$ cat src/rtl/tpu_pkg.sv
package tpu_pkg;

    localparam int BUS_W    = 16;
    localparam int ADDR_W   = 8;
    localparam int PRE_W    = 6;
    localparam int N_CMP    = 4;
    localparam logic [ADDR_W-1:0] RUN_ADDR = 8'h00;
    localparam logic [ADDR_W-1:0] WIN_BASE = 8'h10;
    localparam logic [3:0]        LAST_SEL = 4'd9;

    typedef enum logic [3:0] {
        RG_CTRL = 4'd0,
        RG_MODE = 4'd1,
        RG_IOC  = 4'd2,
        RG_IER  = 4'd3,
        RG_STAT = 4'd4,
        RG_CNT  = 4'd5,
        RG_GRA  = 4'd6,
        RG_GRB  = 4'd7,
        RG_GRC  = 4'd8,
        RG_GRD  = 4'd9
    } reg_sel_e;

    typedef enum logic [1:0] {
        ACT_HOLD = 2'd0,
        ACT_LO   = 2'd1,
        ACT_HI   = 2'd2,
        ACT_TGL  = 2'd3
    } match_act_e;

    typedef enum logic [1:0] {
        EDGE_RISE = 2'd0,
        EDGE_FALL = 2'd1,
        EDGE_BOTH = 2'd2,
        EDGE_RSVD = 2'd3
    } cnt_edge_e;

    typedef struct packed {
        logic [2:0] clr_src;
        cnt_edge_e  edge_sel;
        logic [2:0] div_sel;
    } ctrl_t;

    typedef struct packed {
        logic       idle_lvl;
        match_act_e a_act;
    } pinctl_t;

    typedef struct packed {
        logic       hit_run;
        logic       hit_ch;
        logic [1:0] ch;
        reg_sel_e   sel;
    } dec_t;

    localparam logic [3:0] MODE_NORMAL = 4'd0;
    localparam logic [3:0] MODE_PWM    = 4'd2;

    function automatic logic [PRE_W-1:0] div_limit(input logic [2:0] code);
        case (code)
            3'd0:    div_limit = 6'd0;
            3'd1:    div_limit = 6'd3;
            3'd2:    div_limit = 6'd15;
            default: div_limit = 6'd63;
        endcase
    endfunction

    function automatic logic [N_CMP-1:0] clr_mask(input logic [2:0] src);
        case (src)
            3'd1:    clr_mask = 4'b0001;
            3'd2:    clr_mask = 4'b0010;
            3'd5:    clr_mask = 4'b0100;
            3'd6:    clr_mask = 4'b1000;
            default: clr_mask = 4'b0000;
        endcase
    endfunction

    function automatic logic apply_act(input match_act_e act, input logic cur);
        case (act)
            ACT_LO:  apply_act = 1'b0;
            ACT_HI:  apply_act = 1'b1;
            ACT_TGL: apply_act = ~cur;
            default: apply_act = cur;
        endcase
    endfunction

endpackage

$ cat src/rtl/tpu_addr_dec.sv
module tpu_addr_dec
    import tpu_pkg::*;
#(
    parameter int NUM_CH = 4
) (
    input  logic [ADDR_W-1:0] bus_addr,
    output dec_t              dec
);
    logic [ADDR_W-1:0] off;
    logic [3:0]        sel_raw;

    always_comb begin
        off         = bus_addr - WIN_BASE;
        sel_raw     = off[5:2];
        dec.hit_run = (bus_addr == RUN_ADDR);
        dec.hit_ch  = (bus_addr >= WIN_BASE) && (off[1:0] == 2'b00) &&
                      (sel_raw <= LAST_SEL) && (int'(off[7:6]) < NUM_CH);
        dec.ch      = off[7:6];
        dec.sel     = reg_sel_e'(sel_raw);
    end
endmodule

$ cat src/rtl/tpu_prescaler.sv
module tpu_prescaler
    import tpu_pkg::*;
(
    input  logic       clk,
    input  logic       rst,
    input  logic       run,
    input  logic [2:0] div_sel,
    input  cnt_edge_e  edge_sel,
    output logic       tick
);
    logic [PRE_W-1:0] pc_q;
    logic [PRE_W-1:0] limit;
    logic [PRE_W-1:0] half;
    logic             at_rise;
    logic             at_fall;

    always_comb begin
        limit   = div_limit(div_sel);
        half    = limit >> 1;
        at_rise = (pc_q == limit);
        at_fall = (pc_q == half);
        if (!run) begin
            tick = 1'b0;
        end else if (limit == '0) begin
            tick = 1'b1;
        end else begin
            case (edge_sel)
                EDGE_FALL: tick = at_fall;
                EDGE_BOTH: tick = at_rise | at_fall;
                default:   tick = at_rise;
            endcase
        end
    end

    always_ff @(posedge clk) begin
        if (rst || !run) begin
            pc_q <= '0;
        end else if (pc_q >= limit) begin
            pc_q <= '0;
        end else begin
            pc_q <= pc_q + 1'b1;
        end
    end

    AST_NO_TICK_HALTED: assert property (@(posedge clk) disable iff (rst)
        !run |-> !tick);
endmodule

$ cat src/rtl/tpu_channel.sv
module tpu_channel
    import tpu_pkg::*;
#(
    parameter int CW = 16
) (
    input  logic             clk,
    input  logic             rst,
    input  logic             run,
    input  logic             wr,
    input  reg_sel_e         sel,
    input  logic [BUS_W-1:0] wdata,
    output logic [BUS_W-1:0] rdata,
    output logic             pin
);
    localparam logic [CW-1:0] CNT_MAX = '1;

    ctrl_t            ctrl_q;
    logic [6:0]       mode_q;
    pinctl_t          pinctl_q;
    logic [3:0]       ier_q;
    logic [N_CMP-1:0] stat_q;
    logic [CW-1:0]    cnt_q;
    logic [CW-1:0]    cmp_q [N_CMP];
    logic             pin_q;

    logic             tick;
    logic             adv;
    logic [N_CMP-1:0] hit;
    logic             clr_now;
    logic             pwm_mode;
    logic             cnt_wr;
    logic             pinctl_wr;
    logic             stat_wr;
    logic [N_CMP-1:0] stat_nx;

    tpu_prescaler u_pre (
        .clk      (clk),
        .rst      (rst),
        .run      (run),
        .div_sel  (ctrl_q.div_sel),
        .edge_sel (ctrl_q.edge_sel),
        .tick     (tick)
    );

    assign adv = run & tick;

    genvar g;
    generate
        for (g = 0; g < N_CMP; g++) begin : g_cmp
            assign hit[g] = adv && (cnt_q == cmp_q[g]);
        end
    endgenerate

    always_comb begin
        clr_now   = |(hit & clr_mask(ctrl_q.clr_src));
        pwm_mode  = (mode_q[3:0] == MODE_PWM);
        cnt_wr    = wr && (sel == RG_CNT);
        pinctl_wr = wr && (sel == RG_IOC);
        stat_wr   = wr && (sel == RG_STAT);
        stat_nx   = (stat_wr ? (stat_q & wdata[N_CMP-1:0]) : stat_q) | hit;
    end

    always_ff @(posedge clk) begin
        if (rst) begin
            ctrl_q   <= '0;
            mode_q   <= '0;
            pinctl_q <= '0;
            ier_q    <= '0;
            for (int i = 0; i < N_CMP; i++) cmp_q[i] <= '1;
        end else if (wr) begin
            case (sel)
                RG_CTRL: ctrl_q   <= ctrl_t'(wdata[7:0]);
                RG_MODE: mode_q   <= wdata[6:0];
                RG_IOC:  pinctl_q <= pinctl_t'(wdata[2:0]);
                RG_IER:  ier_q    <= wdata[3:0];
                RG_GRA:  cmp_q[0] <= wdata[CW-1:0];
                RG_GRB:  cmp_q[1] <= wdata[CW-1:0];
                RG_GRC:  cmp_q[2] <= wdata[CW-1:0];
                RG_GRD:  cmp_q[3] <= wdata[CW-1:0];
                default: ;
            endcase
        end
    end

    always_ff @(posedge clk) begin
        if (rst) begin
            cnt_q  <= '0;
            stat_q <= '0;
            pin_q  <= 1'b0;
        end else begin
            stat_q <= stat_nx;
            if (cnt_wr) begin
                cnt_q <= wdata[CW-1:0];
            end else if (adv) begin
                cnt_q <= clr_now ? '0 : cnt_q + 1'b1;
            end
            if (!run) begin
                pin_q <= pinctl_wr ? wdata[2] : pinctl_q.idle_lvl;
            end else if (pwm_mode && hit[1]) begin
                pin_q <= pinctl_q.idle_lvl;
            end else if (hit[0]) begin
                pin_q <= apply_act(pinctl_q.a_act, pin_q);
            end
        end
    end

    always_comb begin
        rdata = '0;
        case (sel)
            RG_CTRL: rdata[7:0]       = ctrl_q;
            RG_MODE: rdata[6:0]       = mode_q;
            RG_IOC:  rdata[2:0]       = pinctl_q;
            RG_IER:  rdata[3:0]       = ier_q;
            RG_STAT: rdata[N_CMP-1:0] = stat_q;
            RG_CNT:  rdata[CW-1:0]    = cnt_q;
            RG_GRA:  rdata[CW-1:0]    = cmp_q[0];
            RG_GRB:  rdata[CW-1:0]    = cmp_q[1];
            RG_GRC:  rdata[CW-1:0]    = cmp_q[2];
            RG_GRD:  rdata[CW-1:0]    = cmp_q[3];
            default: rdata = '0;
        endcase
    end

    assign pin = pin_q;

    AST_HALT_HOLDS: assert property (@(posedge clk) disable iff (rst)
        (!run && !cnt_wr) |=> $stable(cnt_q));
    AST_WRAP_ZERO: assert property (@(posedge clk) disable iff (rst)
        (adv && cnt_q == CNT_MAX && ctrl_q.clr_src == 3'd0 && !cnt_wr) |=> (cnt_q == '0));
    AST_CLEAR_ZERO: assert property (@(posedge clk) disable iff (rst)
        (clr_now && !cnt_wr) |=> (cnt_q == '0));
    AST_FLAG_SET: assert property (@(posedge clk) disable iff (rst)
        hit[0] |=> stat_q[0]);
    AST_PIN_IDLE: assert property (@(posedge clk) disable iff (rst)
        (!run && !pinctl_wr) |=> (pin_q == pinctl_q.idle_lvl));
endmodule

$ cat src/rtl/tpu_pwm_unit.sv
module tpu_pwm_unit
    import tpu_pkg::*;
#(
    parameter int NUM_CH = 4,
    parameter int CW     = 16
) (
    input  logic              clk,
    input  logic              rst,
    input  logic              bus_wr,
    input  logic [7:0]        bus_addr,
    input  logic [15:0]       bus_wdata,
    output logic [15:0]       bus_rdata,
    output logic [NUM_CH-1:0] pwm_out
);
    dec_t              dec;
    logic [NUM_CH-1:0] run_q;
    logic [NUM_CH-1:0] wr_mask;
    logic [BUS_W-1:0]  ch_rdata [NUM_CH];
    logic [BUS_W-1:0]  run_rd;
    logic              run_wr;

    tpu_addr_dec #(.NUM_CH(NUM_CH)) u_dec (
        .bus_addr (bus_addr),
        .dec      (dec)
    );

    assign run_wr = bus_wr && dec.hit_run;

    always_ff @(posedge clk) begin
        if (rst) begin
            run_q <= '0;
        end else if (run_wr) begin
            run_q <= bus_wdata[NUM_CH-1:0];
        end
    end

    genvar c;
    generate
        for (c = 0; c < NUM_CH; c++) begin : g_ch
            assign wr_mask[c] = bus_wr && dec.hit_ch && (dec.ch == 2'(c));
            tpu_channel #(.CW(CW)) u_ch (
                .clk   (clk),
                .rst   (rst),
                .run   (run_q[c]),
                .wr    (wr_mask[c]),
                .sel   (dec.sel),
                .wdata (bus_wdata),
                .rdata (ch_rdata[c]),
                .pin   (pwm_out[c])
            );
        end
    endgenerate

    always_comb begin
        run_rd = '0;
        run_rd[NUM_CH-1:0] = run_q;
        if (dec.hit_run) begin
            bus_rdata = run_rd;
        end else if (dec.hit_ch) begin
            bus_rdata = ch_rdata[dec.ch];
        end else begin
            bus_rdata = '0;
        end
    end

    AST_ONE_WINDOW: assert property (@(posedge clk) disable iff (rst)
        $onehot0(wr_mask));
    AST_RUN_KEEP: assert property (@(posedge clk) disable iff (rst)
        !run_wr |=> $stable(run_q));
endmodule

$ cat config.mk
export PLATFORM = sky130hd
export DESIGN_NAME = tpu_pwm_unit
export DESIGN_NICKNAME = d
export VERILOG_FILES = /design/src/rtl/tpu_pkg.sv /design/src/rtl/tpu_addr_dec.sv /design/src/rtl/tpu_prescaler.sv /design/src/rtl/tpu_channel.sv /design/src/rtl/tpu_pwm_unit.sv
export SDC_FILE = /design/constraint.sdc
export NUM_CORES = 1
export LEC_CHECK = 0
export BUFFER_PORTS_ARGS = -buffer_cell sky130_fd_sc_hd__buf_2
export CORE_MARGIN = 1.5
export CORE_UTILIZATION = 35
export CTS_CLUSTER_DIAMETER = 100
export DETAILED_ROUTE_END_ITERATION = 8
export PLACE_DENSITY_LB_ADDON = 0.15
export SLEW_MARGIN = 20
export SYNTH_ARGS = -nofsm -noshare
export SYNTH_HDL_FRONTEND = slang
export SYNTH_SLANG_ARGS = --single-unit
export TNS_END_PERCENT = 100
$ cat constraint.sdc
create_clock -name clk -period 2.9 [get_ports clk]
set_input_delay 0.145 -clock clk [delete_from_list [all_inputs] [get_ports clk]]
set_output_delay 0.145 -clock clk [all_outputs]
set_load 0.05 [all_outputs]
==> impl_results.md <==
- # DRC: 7
- Worst Skew: roughly 23 ps
- Mapped Avg Cell Area: 9.63 um2
- Synthesis Warnings: 0
- GR Overflow Total: 0
- CTS tree: done
- Filler cell count: a little under 7000
- Crit-path max FO: 12
- Clk network pwr share: a little under half
- Fin. max-slew vios: 0
- Area leader, netlist: edfxtp_1
- Port Buffers: 46
- Failing checks: DRC, setup timing
- Core area: ~0.073 mm2
- Pwr dens: between 500 and 600 mW/mm2
- Worst min-delay path class: input port to flip-flop
- Clock root cell: clkbuf_16
- Synth top area share: roughly 30%
- Initial DRC count: roughly 2700
- Full die area: approximately 0.076 mm2
- DIE WIDTH: approximately 280 um
- Setup crit start kind: input port
- CTS Buffer Depth: 3
- Fin crit period: 2900 ps
- Switching share of power: 25.9%
- First-pass GRT wire length: 144000 um
- # setup viols final: 1
- Worst Max-Slew Pin Slew: 1120 ps
- Vias in the first global route: roughly 21000
- Seq cells post-synth: about 460
- Status: finished with violations
- Final worst slack: -3.79 ps
- Crit Path Class: input port to output port
- WL final: 98700 um
- GP Congestion: roughly 0.9
- DR vias/cell: 5.82
- Top-count cell post-synth: edfxtp_1
- Max-cap violations: 0
- Initial cell density of the core: about 36%
- Synth cell count leaders: edfxtp_1 (256), xnor2_1 (239), or2_2 (238), dfxtp_1 (200), nand2_1 (176)
- Flop pwr share: between 40% and 50%
- Combinational power share: under 10%
- Clock sinks: ~460
- Seq/Total Area, Yosys: between 40% and 50%
- Maximum vdd drop: 0.000460 V
- Die Y: between 200 and 300 um
- Worst EP required: 2760 ps
- Layout cells sized above 1: ~25%
- Dominant cells by area after synthesis: edfxtp_1 (30%), dfxtp_1 (15%), xnor2_1 (8.1%), or2_2 (5.7%), a22oi_1 (2.9%)
- Setup tns final: -3.79 ps
- Synth async-reset ratio: 0%
- Final Hold Fails: 0
- Nets@finish: 2892
- Post-synth top flop: edfxtp_1
- Worst-skew pair later-pin latency: ~640 ps
- Peak Freq: roughly 0.34 GHz
- Leakage: roughly 9.9 nW
- HPWL Detailed: 70100 um
- Mapped Cells: 2699
- Internal cell power: 11.4 mW
- EDFF count, synth: between 200 and 300
- Distinct cells, synth: 82
- Relative slew slack: 25.6%
- Area Overhead vs Synth: 18.3%
- Antenna-violating nets left: 0
- Ant diodes: 0
- DR vias: between 20000 and 25000
- Clock slew at reported path FFs: 60 ps
- Critical path endpoint category: output port
- TritonCTS Buffers: 56
- Crit share post-route: 100%
- Largest net degree at the start of global routing: 75
- Worst path arrival time: 2760 ps
- Initial antenna violation count: 3
- Post-route total power: 15.4 mW
- Number of cell rows: 99
- Routed length per placed instance: roughly 26 um
- H-tree depth: 2
- Psw: ~4 mW
- Combined area of all synthesized cells: around 0.026 mm2
- Total track usage: about a quarter
- Pre-antenna DRT Iters: 9
- Synthesized Nets: about 2800
- Top Ports: between 40 and 50
## routing by layer
layer | vias up | routed length [um] | GRT usage (%)
li1 | 10000 | - | -
met5 | - | 13 | 0
met4 | 2 | 3230 | 8.04
met1 | 11000 | 44900 | 37.6
met3 | 177 | 8190 | 3.97
met2 | 1059 | 42300 | 38.6
## placed cells by master, fill, tap and decap left out, types with 20 or more instances in the layout
master | netlist | routed
a21oi_1 | 142 | 137
a221oi_1 | 34 | 26
a222oi_1 | 48 | 48
a22o_1 | 26 | 26
a22oi_1 | 101 | 101
a31oi_1 | 42 | 33
and3_1 | 37 | 37
buf_12 | 0 | 26
buf_2 | 86 | 38
buf_4 | 5 | 217
clkbuf_16 | 0 | 56
dfxtp_1 | 200 | 189
edfxtp_1 | 256 | 256
ha_1 | 52 | 52
inv_1 | 65 | 65
mux2i_1 | 52 | 51
nand2_1 | 176 | 176
nand3_1 | 90 | 90
nand4_1 | 68 | 68
nor2_1 | 163 | 157
nor3_1 | 28 | 20
nor4_1 | 56 | 44
o21ai_0 | 66 | 66
or2_1 | 21 | 21
or2_2 | 238 | 238
xnor2_1 | 239 | 239
xor2_1 | 51 | 51
## power by group through the flow
stage	Clock (mW)	Sequential [mW]	Combinational, mW
after floorplan	0	7.27	0.660
after global placement	0	7.38	1.12
after detailed placement	0	7.39	1.12
after CTS	7.10	7.25	1.14
after global routing	7.33	7.27	1.24
final	7.00	7.25	1.18
## path summary, 6_finish.rpt
kind / endpoint / from / cells past startpoint / slack (ps)
min reg2reg: g_ch[1].u_ch.mode_q[6]$_SDFFE_PP0P_ / g_ch[1].u_ch.mode_q[6]$_SDFFE_PP0P_ / 2 / 460
max: bus_rdata[4] / bus_addr[3] / 12 / -4
min: g_ch[1].u_ch.ier_q[1]$_SDFFE_PP0P_ / bus_wdata[1] / 3 / 70
max reg2reg: g_ch[1].u_ch.cnt_q[3]$_SDFFE_PP0P_ / g_ch[1].u_ch.ctrl_q[2]$_SDFFE_PP0P_ / 11 / 160
## worst max-delay path, stage by stage
cell and delay, ps:
buf_2 110, buf_4 230, nand2b_2 130, nor2_4 330
buf_4 240, buf_4 170, a22oi_1 120, a31oi_1 550
nor4_1 150, nor2_1 260, buf_4 180, buf_12 130
## kinds of logic (layout without fill, tap and decap cells)
group           after synthesis  in the layout  synth area share [%]
compound gates              567            567                  15.1
simple gates                973            973                  20.3
mux                          60             60                  2.35
fa+ha+maj                    52             52                  2.50
flops                       456            456                  45.0
xor+xnor                    290            290                  9.77
buf+inv                     301            462                  4.92
## repair_timing
action / CTS / global route
cloned: 0 / 0
hold buffers: 4 / 0
buffers inserted: 2 / 2
setup endpoints to repair: 27 / 44
pin swaps: 7 / 17
gates resized for setup: 17 / 48
hold endpoints to repair: 23 / 0
## per-stage QoR
step                      instance area (um2)  hold WS (ps)  std cells  utilization [%]  setup slack (ps)
after global routing                    30700           100       3819             42.0             -10.6
after detailed placement                28600           448       3706             39.0              -160
final                                   30700          72.2       3819             42.0             -3.79
after floorplan                         26000           289       2699                -              28.5
after global placement                  28500           443       3706             39.0              -143
after CTS                               30500          43.0       3817             41.7              6.49
## state kept, by name, summed over array words and instances (netlist names)
| name | count |
|---|---|
| g_ch.u_ch.ier_q | 16 |
| g_ch.u_ch.mode_q | 28 |
| g_ch.u_ch.cnt_q | 64 |
| g_ch.u_ch.u_pre.pc_q | 24 |
| g_ch.u_ch.cmp_q | 256 |
| run_q | 4 |
| g_ch.u_ch.ctrl_q | 32 |
| g_ch.u_ch.stat_q | 16 |
| g_ch.u_ch.pinctl_q | 12 |
| g_ch.u_ch.pin | 4 |
## cell type report
type                            instances  area (um2)  area share [%]
Clock buffer                           72        1490            4.85
Sequential cell                       456       11700            38.1
Tap cell                              959        1200            3.90
Clock inverter                         33         305           0.993
Multi-Input combinational cell       1942       13400            43.5
Timing Repair Buffer                  290        2420            7.89
Inverter                               67         251           0.818
Power figures use the tool's default switching activity.
